**src/rtl/pmux_pkg.sv**
```systemverilog
package pmux_pkg;

   // True when v is a nonzero power of two.
   function automatic bit is_pow2(input int v);
      return (v > 0) && ((v & (v - 1)) == 0);
   endfunction

endpackage

```
**src/rtl/pmux_leaf.sv**
```systemverilog
// Linear priority over a small group: the lowest set index wins.
module pmux_leaf #(
   parameter int W  = 4,
   parameter int DW = 16
) (
   input  logic [W-1:0]    c_i,
   input  logic [W*DW-1:0] d_i,
   output logic            v_o,
   output logic [DW-1:0]   q_o
);

   always_comb begin
      v_o = 1'b0;
      q_o = '0;
      // Scan from the top down, so a lower index overwrites a higher one.
      for (int i = W - 1; i >= 0; i--) begin
         if (c_i[i]) begin
            v_o = 1'b1;
            q_o = d_i[i*DW +: DW];
         end
      end
   end

endmodule

```
**src/rtl/pmux_merge.sv**
```systemverilog
// Two-way merge node: the lower-index side wins when it has any hit.
module pmux_merge #(
   parameter int DW = 16
) (
   input  logic          lo_v_i,
   input  logic [DW-1:0] lo_q_i,
   input  logic          hi_v_i,
   input  logic [DW-1:0] hi_q_i,
   output logic          v_o,
   output logic [DW-1:0] q_o
);

   assign v_o = lo_v_i | hi_v_i;
   assign q_o = lo_v_i ? lo_q_i : hi_q_i;

endmodule

```
**src/rtl/pmux_tree.sv**
```systemverilog
// Leaves of LEAF inputs feed a balanced merge tree. Nodes are numbered as
// a heap: node 1 is the root, node n has children 2n (lower half) and
// 2n+1 (upper half), and the leaves are nodes NLEAF .. 2*NLEAF-1.
module pmux_tree #(
   parameter int N    = 64,
   parameter int LEAF = 4,
   parameter int DW   = 16
) (
   input  logic [N-1:0]    cond_i,
   input  logic [N*DW-1:0] data_i,
   output logic            v_o,
   output logic [DW-1:0]   q_o
);

   localparam int NLEAF = N / LEAF;
   localparam int NODES = 2 * NLEAF - 1;

   logic          hv [1:NODES];
   logic [DW-1:0] hq [1:NODES];

   for (genvar k = 0; k < NLEAF; k++) begin : g_leaf
      pmux_leaf #(.W(LEAF), .DW(DW)) u_leaf (
         .c_i (cond_i[k*LEAF +: LEAF]),
         .d_i (data_i[k*LEAF*DW +: LEAF*DW]),
         .v_o (hv[NLEAF + k]),
         .q_o (hq[NLEAF + k])
      );
   end

   for (genvar n = 1; n < NLEAF; n++) begin : g_node
      pmux_merge #(.DW(DW)) u_merge (
         .lo_v_i (hv[2*n]),
         .lo_q_i (hq[2*n]),
         .hi_v_i (hv[2*n + 1]),
         .hi_q_i (hq[2*n + 1]),
         .v_o    (hv[n]),
         .q_o    (hq[n])
      );
   end

   assign v_o = hv[1];
   assign q_o = hq[1];

endmodule

```
**src/rtl/pmux_outreg.sv**
```systemverilog
// Optional output stage: a register when EN=1, plain wires otherwise.
module pmux_outreg #(
   parameter int              DW      = 16,
   parameter bit              EN      = 1'b1,
   parameter logic [DW-1:0]   RST_VAL = '0
) (
   input  logic          clk,
   input  logic          rst_n,
   input  logic          v_i,
   input  logic [DW-1:0] q_i,
   output logic          v_o,
   output logic [DW-1:0] q_o
);

   if (EN) begin : g_reg
      always_ff @(posedge clk or negedge rst_n) begin
         if (!rst_n) begin
            v_o <= 1'b0;
            q_o <= RST_VAL;
         end else begin
            v_o <= v_i;
            q_o <= q_i;
         end
      end
   end else begin : g_wire
      assign v_o = v_i;
      assign q_o = q_i;
   end

endmodule

```
**src/rtl/split_prio_mux.sv**
```systemverilog
module split_prio_mux #(
   parameter int            N_IN        = 64,
   parameter int            DW          = 16,
   parameter int            LEAF        = 4,
   parameter bit            OUT_REG     = 1'b1,
   parameter logic [DW-1:0] DEFAULT_VAL = '0
) (
   input  logic              clk,
   input  logic              rst_n,
   input  logic [N_IN-1:0]   cond_i,
   input  logic [N_IN*DW-1:0] data_i,
   output logic              hit_o,
   output logic [DW-1:0]     sel_o
);

   // Elaboration-time parameter checks.
   if (!pmux_pkg::is_pow2(N_IN) || N_IN < 2) begin : g_bad_n
      $error("split_prio_mux: N_IN must be a power of two of at least 2");
   end
   if (!pmux_pkg::is_pow2(LEAF) || LEAF > N_IN) begin : g_bad_leaf
      $error("split_prio_mux: LEAF must be a power of two no larger than N_IN");
   end
   if (DW < 1) begin : g_bad_dw
      $error("split_prio_mux: DW must be at least 1");
   end

   logic          root_v;
   logic [DW-1:0] root_q;
   logic [DW-1:0] comb_q;

   pmux_tree #(.N(N_IN), .LEAF(LEAF), .DW(DW)) u_tree (
      .cond_i (cond_i),
      .data_i (data_i),
      .v_o    (root_v),
      .q_o    (root_q)
   );

   assign comb_q = root_v ? root_q : DEFAULT_VAL;

   pmux_outreg #(.DW(DW), .EN(OUT_REG), .RST_VAL(DEFAULT_VAL)) u_out (
      .clk   (clk),
      .rst_n (rst_n),
      .v_i   (root_v),
      .q_i   (comb_q),
      .v_o   (hit_o),
      .q_o   (sel_o)
   );

endmodule

```
**config.mk**
```make
export PLATFORM = sky130hd
export DESIGN_NAME = split_prio_mux
export DESIGN_NICKNAME = d
export VERILOG_FILES = /design/src/rtl/pmux_pkg.sv /design/src/rtl/pmux_leaf.sv /design/src/rtl/pmux_merge.sv /design/src/rtl/pmux_tree.sv /design/src/rtl/pmux_outreg.sv /design/src/rtl/split_prio_mux.sv
export SDC_FILE = /design/constraint.sdc
export NUM_CORES = 1
export LEC_CHECK = 0
export ABC_AREA = 0
export BUFFER_PORTS_ARGS = -buffer_cell sky130_fd_sc_hd__buf_2
export CAP_MARGIN = 20
export CORE_AREA = 5 5 424 426
export CTS_CLUSTER_DIAMETER = 100
export DETAILED_ROUTE_END_ITERATION = 10
export DIE_AREA = 0 0 429 431
export PLACE_DENSITY = 0.35
export SYNTH_ARGS = -nofsm -noshare
export SYNTH_HDL_FRONTEND = slang
export SYNTH_HIERARCHICAL = 1
export SYNTH_SLANG_ARGS = --single-unit
```
**constraint.sdc**
```tcl
create_clock -name clk -period 0.8 [get_ports clk]
set_input_delay 0.04 -clock clk [delete_from_list [all_inputs] [get_ports clk]]
set_output_delay 0.04 -clock clk [all_outputs]
set_load 0.005 [all_outputs]
```
* Word level (Yosys, flattened, before mapping)
Cells that the tools add are included. Widths: inputs -> output; s select.
Storage, ports and cells: bits of input ports 1090, logic and storage cells 161, flip-flop bits (word level) 17, output and inout bits 17
Operators by class: muxes and demuxes 144, bitwise gates (word level) 15
Operator list (count):
- $mux 16 | 80
- $mux 1 | 64
- $or 1x1->1 | 15

* Depth between registers and ports, before layout
Gate-level depths: netlist of run 1.
depth after elaboration 9, gate-level depth with buffers 18, gate-level depth less buffers 8

* Cells and area by module
Netlist of run 1, hierarchy kept.
By module, submodules not included:
- pmux_leaf | cells an instance 63, seq. area each 0.0 µm², area each 525.5 µm², instances 16
- pmux_merge | cells an instance 19, seq. area each 0.0 µm², area each 251.5 µm², instances 15
- pmux_outreg | cells an instance 17, seq. area each 425.4 µm², area each 425.4 µm², instances 1
- split_prio_mux | cells an instance 17, seq. area each 0.0 µm², area each 126.4 µm², instances 1

* Least setup slack after synthesis of run 1
No wires, ideal clock.
kind input-to-reg, start input port cond_i[1], end register u_out.q_o[4], setup time 120 ps, cell stages on the path 17, setup slack -2236 ps, data arrival time 2916 ps, buffers on the path 10, required time 680 ps, path through nor2_2 -> buf_6 -> nand2_1 -> buf_6 -> buf_12 -> or2_1 -> buf_6 -> buf_12 -> or2_1 -> buf_6 -> buf_12 -> or2_1 -> buf_6 -> buf_12 -> or2_1 -> buf_6 -> and2_2
RTL lines:
- start, declared | RTL line split_prio_mux.sv:10 | input logic [N_IN-1:0] cond_i,
- end signal, assigned | RTL line pmux_outreg.sv:22 | q_o <= q_i;
- end, declared | RTL line pmux_outreg.sv:12 | output logic [DW-1:0] q_o

==> results.md, run 1 <==
- Register area share after synthesis: 0.0334
- Gp weighted congestion: 0.930
- Mapped Avg Cell Area: 9.59 um2
- Layout net count: 3748
- Yosys reg bits: 17
- CTS sink cnt: 17
- Hold Vio Cnt, Final: 0
- Failing checks: negative setup slack
- Crit-path slowest cell: mux2_4
- Clock power share: 0.066
- Worst-margin pin slew: 0.691 ns
- Synth Warn #: 6
- Port bufs: 1106
- Delay of the slowest critical-path stage: 0.32 ns
- Setup TNS: -21.38 ns
- DRC viols: 0
- Pleak: 10.8 nW
- Initial Utilization: 0.0726
- Slew Limit Fails: 0
- Antenna viol nets, final: 0
- Worst setup path category: in2reg
- First-pass DRT Iterations: 5
- Max Cap Viol: 0
- Layout cell share with drive strength beyond 1: 0.837
- Yosys top cell by area: mux2_4
- Final worst-path setup slack: -1.22 ns
- Bufs on Longest Clock Path: 2
- Highest Clock Rate: 495 MHz
- Sequential Power Share: 0.065
- Overall routing resource usage: 0.143
- Post-route minimum period: 2.02 ns
- Num rows: 154
- Endpoint type of the worst setup path: flop
- Final Total Pwr: 17.1 mW
- RSZ-0062 raised after global routing: true
- WL final: 143000 um
- Die Wd: 429 um
- Post-synthesis cell type count: 25
- Top post-synthesis cells by area: mux2_4 (16%), a22oi_2 (16%), o22ai_1 (12%)
- Fill cells: 20300
- First-pass GRT wire length: 178000 um
- Internal Power: 9.04 mW
- NetSw: 8.09 mW
- Mapped cell area: 0.0127 mm2
- Die Y: 431 um
- CTS tree: built
- HPWL after detailed placement: 131000 um
- CORE AREA: 0.175 mm2
- Congestion Overflow GR: 0
- WL per Instance: 28.4 um
- Top cell type's share of synthesized area: 0.159
- Vias: 17900
- Crit path max fanout: 7
- Cts bufs inserted: 3
- P per Cell Area: 700 mW/mm2
- Type of origin of the critical path: primary input
- Vias per cell: 3.56
- CP most frequent cell: mux2_4
- Max IR drop VDD: 0.000499 V
- Initial DRC count: 1202
- Crit path launch: cond_i[19]
- Switching share of total power: 0.472
- Syn Inst Count: 1327
- Clock transition at the registers of the reported paths: 0.07 ns
- Outcome: complete, but fails checks
- Worst Path Arrival: 2.18 ns
- H-tree levels: 1
- Place WS: -1.78 ns
- Slew HR: 0.538
- # setup viols final: 34
- Layout area overhead: 92.3%
- Root buf cell: clkbuf_16
- Worst path top cell family by delay: multiplexers
- Die footprint: 0.185 mm2
- IO Pins: 1107
- Worst min path class: in2async
- Vias in the first global route: 18500
- CP cell instances: buf_4 -> nor2b_4 -> buf_6 -> a22oi_2 -> a21oi_2 -> mux2_4 -> mux2_4 -> mux2_4 -> mux2_4 -> and2_4
- Worst EP required: 0.96 ns
- Largest net degree at the start of global routing: 20
- Syn nets: 2417
- Initial antenna violation count: 102
- WP buf/inv: 2
- Fin crit share: 2.53
- Comb pwr share: 0.869
-- worst paths after layout --
kind / endpoint / slack, ns / cells past startpoint
max in group asynchronous: u_out/q_o[12] / 0.33 / 3
max: u_out/q_o[7] / -1.22 / 10
min in group clk: u_out/q_o[8] / 0.73 / 8
min: u_out/q_o[7] / 0.30 / 3
-- cells by family (layout without fill, tap and decap cells) --
kind of cell,count (synthesis),after routing,share of synthesized area
AND/OR/NAND/NOR,191,197,0.108
AO/OA/AOI/OAI,736,736,0.470
buffers and inverters,143,1467,0.137
multiplexers,240,240,0.252
flip-flops,17,17,0.0334
other,0,29,0
-- timing repair --
action	CTS	global route
hold buffers	1	0
pin swaps	30	34
endpoints found under the setup margin	34	34
gates cloned	5	4
endpoints found under the hold margin	17	0
setup buffers	27	8
resized for setup	230	123
-- final cells by class --
class	instances	area (um2)	area share
multi-input cells	1173	11700	0.479
repair buffers	1447	9170	0.374
well taps	2340	2930	0.120
flip-flops and latches	17	433	0.0177
clock buffers	3	75.1	0.00307
diodes	29	72.6	0.00296
inverters	16	70.1	0.00286
clock inverters	1	5.00	0.000204
-- worst min-delay path, cell delays in order --
cell and delay (ns):
dlygate4sd3_1 0.55, buf_2 0.14, buf_12 0.17
-- routing by layer --
metal	part of all wire	track usage	routed length [um]	up-vias
met3	0.068	0.0263	9710	179
li1	-	-	-	8126
met2	0.50	0.255	70600	904
met5	0.0017	0	238	-
met4	0.017	0.0212	2360	38
met1	0.42	0.184	59600	8636
-- cells in the mapped netlist (all sizes together) --
cell      n
a21oi   224
a22oi   224
a31oi    32
and2     16
buf     127
dfrtp    17
inv      16
mux2    240
nand2    48
nand2b   16
nand3b   32
nor2     32
nor2b    16
o21ai    16
o22ai   240
or2      15
or3b     16
-- sequential cells by signal, indices dropped and copies added (netlist names) --
name	count
u_out/v_o	1
u_out/q_o	16
-- power by group through the flow --
stage          combinational [mW]  clock (mW)  sequential [mW]
2_1_floorplan                6.04           0            0.999
3_3_place_gp                 13.8           0             1.11
3_5_place_dp                 13.7           0             1.10
4_1_cts                      14.6        1.18             1.11
5_1_grt                      15.7        1.19             1.12
6_report                     14.9        1.13             1.11
-- stage by stage --
stage	hold WS, ns	cell area (um2)	utilization	std cells
CTS	0.300	23800	0.135	4987
global placement	0.00447	22400	0.128	4952
global route	0.331	24400	0.139	5013
detailed placement	0.000202	22400	0.128	4952
floorplan	-0.256	12800	-	1327
finish	0.295	24500	0.140	5026
-- layout by cell type, fill, tap and decap left out, drive strengths merged --
master and n:
clkbuf 4, a31oi 32, dfrtp 17, nor2b 18, buf 1445, o22ai 240
o21ai 16, or3b 16, and2 16, or2 17, nand3b 32, clkinv 1
nor2 32, a22oi 224, inv 16, mux2 240, nand2b 18, diode 29
a21oi 224, nand2 48, dlygate4sd3 1
(Power assumes the default switching activity.)
==> run 2: changes to the inputs <==
--- a/config.mk
+++ b/config.mk
@@ -8,10 +8,10 @@
 export ABC_AREA = 0
 export BUFFER_PORTS_ARGS = -buffer_cell sky130_fd_sc_hd__buf_2
 export CAP_MARGIN = 20
-export CORE_AREA = 5 5 424 426
+export CORE_AREA = 5 5 427 429
 export CTS_CLUSTER_DIAMETER = 100
 export DETAILED_ROUTE_END_ITERATION = 10
-export DIE_AREA = 0 0 429 431
+export DIE_AREA = 0 0 432 434
 export PLACE_DENSITY = 0.35
 export SYNTH_ARGS = -nofsm -noshare
 export SYNTH_HDL_FRONTEND = slang
==> constraint.sdc (replaced) <==
create_clock -name clk -period 2.2 [get_ports clk]
set_input_delay 0.11 -clock clk [delete_from_list [all_inputs] [get_ports clk]]
set_output_delay 0.11 -clock clk [all_outputs]
set_load 0.005 [all_outputs]
==> results.md, run 2 (synthesis results as in run 1) <==
- Overall routing resource usage: 0.140
- First-pass GRT wire length: 177000 um
- Worst path top cell family by delay: multiplexers
- Worst-margin pin slew: 0.723 ns
- Die Y: 434 um
- Dpl cells: 4970
- Commonest non-fill, non-tap cells in the layout: buf_2 (1100), buf_4 (255), o22ai_1 (207)
- Type of origin of the critical path: primary input
- Largest register by flop count: u_out/q_o
- Post-route minimum period: 2.23 ns
- Pleak: 10.2 nW
- Largest net degree at the start of global routing: 18
- Worst setup path category: in2reg
- Fin crit share: 1.02
- Bufs on Longest Clock Path: 2
- # setup viols final: 3
- Num rows: 155
- IO Pins: 1107
- Critical path depth: 9
- Vias in the first global route: 18600
- DRC viols: 0
- Layout net count: 3720
- Slew HR: 0.517
- Final Total Pwr: 6.00 mW
- Worst EP required: 2.35 ns
- Initial Utilization: 0.0716
- Max reg flops: 16
- H-tree levels: 1
- Endpoint type of the worst setup path: flop
- Initial DRC count: 1088
- Post-layout util: 0.131
- Vias: 17800
- Port bufs: 1106
- Antenna viol nets, final: 0
- P per Cell Area: 258 mW/mm2
- Delay of the slowest critical-path stage: 0.41 ns
- Layout Cells excl Fill: 5015
- Max Cap Viol: 0
- Layout cell share with drive strength beyond 1: 0.804
- RSZ-0062 raised after global routing: true
- WL final: 142000 um
- Worst hold margin: 0.504 ns
- HPWL after detailed placement: 130000 um
- Clock transition at the registers of the reported paths: 0.06 ns
- Largest registers: u_out/q_o (16), u_out/v_o (1)
- Setup TNS: -0.0501 ns
- Worst min path class: in2async
- WP buf/inv: 2
- Die Wd: 432 um
- Crit-path slowest cell: a22oi_2
- Final worst-path setup slack: -0.0345 ns
- Die footprint: 0.187 mm2
- CTS tree: built
- Cts bufs inserted: 3
- Outcome: complete, but fails checks
- Highest Clock Rate: 448 MHz
- Worst Path Arrival: 2.39 ns
- First-pass DRT Iterations: 5
- Fill cells: 20500
- Congestion Overflow GR: 0
- Hold Vio Cnt, Final: 0
- CP cell instances: buf_2 -> buf_12 -> a22oi_2 -> a21oi_1 -> mux2_2 -> mux2_4 -> mux2_4 -> mux2_2 -> and2_2
- CTS sink cnt: 17
- CORE AREA: 0.178 mm2
- Gp weighted congestion: 0.938
- Vias per cell: 3.55
- Slew Limit Fails: 0
- WL per Instance: 28.3 um
- Max IR drop VDD: 0.000239 V
- Root buf cell: clkbuf_16
- Crit path max fanout: 11
- Failing checks: negative setup slack
- Layout area overhead: 82.7%
- Commonest non-fill, non-tap cell in the layout: buf_2
- Initial antenna violation count: 79
[run 2: changes by cell type in the layout (fill, tap and decap cells not counted), moves of 15 or more]
cell     change
buf_6       -47
mux2_2      +45
mux2_4      -45
buf_2       +36
o22ai_1     +35
o22ai_2     -29
a22oi_1     +15
a22oi_2     -15
[run 2: through the flow]
stage	worst slack, ns	area [um2]
6_report	-0.0345	23300
3_5_place_dp	-0.765	22500
5_1_grt	-0.0215	23300
2_1_floorplan	-0.665	12800
4_1_cts	-0.0610	23000
3_3_place_gp	-0.765	22500
[run 2: per-layer routing]
layer,share of wire,vias to the layer above,GRT usage
li1,-,8052,-
met1,0.43,8705,0.185
met2,0.49,860,0.242
met3,0.056,148,0.0188
met4,0.024,36,0.0328
met5,0.0017,-,0
[run 2: repair_timing]
action	CTS	global route
cloned	2	1
endpoints found under the setup margin	16	16
pin swaps	12	4
setup buffers	6	0
gates resized for setup	65	35
hold buffers	1	0
endpoints found under the hold margin	17	0
[run 2: how the worst max path moves through the flow]
stage,from,end
5_1_grt,cond_i[7],u_out/q_o[8]
2_1_floorplan,cond_i[0],u_out/q_o[10]
3_3_place_gp,cond_i[7],u_out/q_o[2]
6_report,cond_i[54],u_out/q_o[2]
3_5_place_dp,cond_i[7],u_out/q_o[2]
4_1_cts,cond_i[7],u_out/q_o[9]
[run 2: cell type report]
| type | count | area, um2 | share of cell area |
|---|---|---|---|
| Tap cell | 2355 | 2950 | 0.127 |
| Inverter | 16 | 67.6 | 0.00291 |
| Sequential cell | 17 | 425 | 0.0183 |
| Timing Repair Buffer | 1423 | 8670 | 0.373 |
| Antenna cell | 31 | 77.6 | 0.00334 |
| Multi-Input combinational cell | 1169 | 11000 | 0.472 |
| Clock buffer | 3 | 75.1 | 0.00323 |
| Clock inverter | 1 | 7.51 | 0.000323 |
[run 2: power breakdown]
| group | switching [mW] | internal (mW) |
|---|---|---|
| Clock | 0.146 | 0.246 |
| Combinational | 2.70 | 2.50 |
| Sequential | 0.0622 | 0.345 |
| Total | 2.91 | 3.09 |
==> run 3: changes to the inputs <==
--- a/config.mk
+++ b/config.mk
@@ -9,6 +9,7 @@
 export BUFFER_PORTS_ARGS = -buffer_cell sky130_fd_sc_hd__buf_2
 export CAP_MARGIN = 20
 export CORE_AREA = 5 5 427 429
+export CTS_BUF_LIST = sky130_fd_sc_hd__clkbuf_4
 export CTS_CLUSTER_DIAMETER = 100
 export DETAILED_ROUTE_END_ITERATION = 10
 export DIE_AREA = 0 0 432 434
==> results.md, run 3 (synthesis results as in run 1) <==
- WL per Instance: 27.9 um
- CORE AREA: 0.178 mm2
- Met1 usage: 0.182
- Worst Path Arrival: 2.47 ns
- Place WS: -0.765 ns
- Die footprint: 0.187 mm2
- Initial antenna violation count: 81
- Worst EP required: 2.40 ns
- P per Cell Area: 249 mW/mm2
- Type of origin of the critical path: primary input
- Top Usage Layer GRT: met2
- Layout area overhead: 79.1%
- Final Total Pwr: 5.67 mW
- Grt met2 use: 0.240
- Failing checks: negative setup slack
- Hold Vio Cnt, Final: 0
- Met3 Track Usage GR: 0.0193
- # setup viols final: 3
- Port bufs: 1106
- HPWL after detailed placement: 130000 um
- Antenna viol nets, final: 0
- Die Y: 434 um
- Die Wd: 432 um
- Worst min path class: in2async
- Vias: 17600
- Post-route minimum period: 2.27 ns
- CTS sink cnt: 17
- Commonest non-fill, non-tap cells in the layout: buf_2 (1104), buf_4 (259), o22ai_1 (228)
- Crit path max fanout: 15
- Max reg flops: 16
- Cts bufs inserted: 3
- Initial DRC count: 1029
- Highest Clock Rate: 441 MHz
- CTS tree: built
- Commonest non-fill, non-tap cell in the layout: buf_2
- Overall routing resource usage: 0.139
- Fin crit share: 1.03
- WL final: 140000 um
- Initial Utilization: 0.0716
- Endpoint type of the worst setup path: flop
- Vias per cell: 3.50
- H-tree levels: 1
- Root buf cell: clkbuf_4
- Worst setup path category: in2reg
- IO Pins: 1107
- Largest register by flop count: u_out/q_o
- Dpl cells: 4970
- Max IR drop VDD: 0.000173 V
- Final worst-path setup slack: -0.0653 ns
- Gp weighted congestion: 0.938
- Max Cap Viol: 0
- RSZ-0062 raised after global routing: true
- Pleak: 9.94 nW
- Layout cell share with drive strength beyond 1: 0.792
- Layout Cells excl Fill: 5020
- Largest registers: u_out/q_o (16), u_out/v_o (1)
- Worst-margin pin slew: 0.695 ns
- First-pass DRT Iterations: 7
- Congestion Overflow GR: 0
- Slew HR: 0.536
- Crit path launch: cond_i[52]
- Bufs on Longest Clock Path: 2
- Vias in the first global route: 18500
- Slew Limit Fails: 0
- Clock transition at the registers of the reported paths: 0.14 ns
- Outcome: complete, but fails checks
- First-pass GRT wire length: 175000 um
- Layout net count: 3712
- Largest net degree at the start of global routing: 18
- Num rows: 155
- DRC viols: 0
-- run 3: final timing paths --
kind,endpoint,slack (ns),cells after the start
max in group asynchronous,u_out/q_o[14],1.39,2
min,u_out/q_o[13],0.44,2
max,u_out/q_o[6],-0.07,10
min in group clk,u_out/q_o[12],0.76,8
-- run 3: where the power goes --
part,leakage [nW],switching (mW),internal (mW)
sequential,0.191,0.0590,0.344
combinational,9.74,2.65,2.43
clock,0.0142,0.123,0.0693
-- run 3: stage by stage --
stage,util,hold WS [ns],TNS [ns],instance area [um2]
2_1_floorplan,-,-0.186,-10.51,12800
3_3_place_gp,0.127,0.123,-7.52,22500
3_5_place_dp,0.127,0.133,-7.46,22500
4_1_cts,0.127,0.462,-0.364,22700
5_1_grt,0.128,0.465,-0.210,22800
6_report,0.128,0.439,-0.130,22800
-- run 3: layout make-up --
| type | instances | area (um2) |
|---|---|---|
| clock buffers | 3 | 22.5 |
| repair buffers | 1417 | 8530 |
| clock inverters | 1 | 7.51 |
| inverters | 16 | 60.1 |
| flip-flops and latches | 17 | 425 |
| fillers | 20600 | 155000 |
| well taps | 2355 | 2950 |
| diodes | 44 | 110 |
| multi-input cells | 1167 | 10700 |
-- run 3: critical path, cell delays in order --
cell,delay [ns]
buf_2,0.12
nand2b_4,0.29
o22ai_1,0.37
buf_4,0.23
a21oi_2,0.04
mux2_4,0.26
mux2_4,0.25
mux2_4,0.32
mux2_4,0.28
and2_4,0.15
-- run 3: what timing repair did --
action                     in CTS  in global routing
setup endpoints to repair      14                 13
hold endpoints to repair       17                  0
hold buffers                    1                  0
gates resized for setup        15                  7
pin swaps                       2                  1
setup buffers                   1                  0
-- run 3: metal layers --
| metal | vias up | share of wire |
|---|---|---|
| met2 | 819 | 0.49 |
| li1 | 8049 | - |
| met3 | 126 | 0.055 |
| met4 | 30 | 0.025 |
| met5 | - | 0.0014 |
| met1 | 8564 | 0.43 |
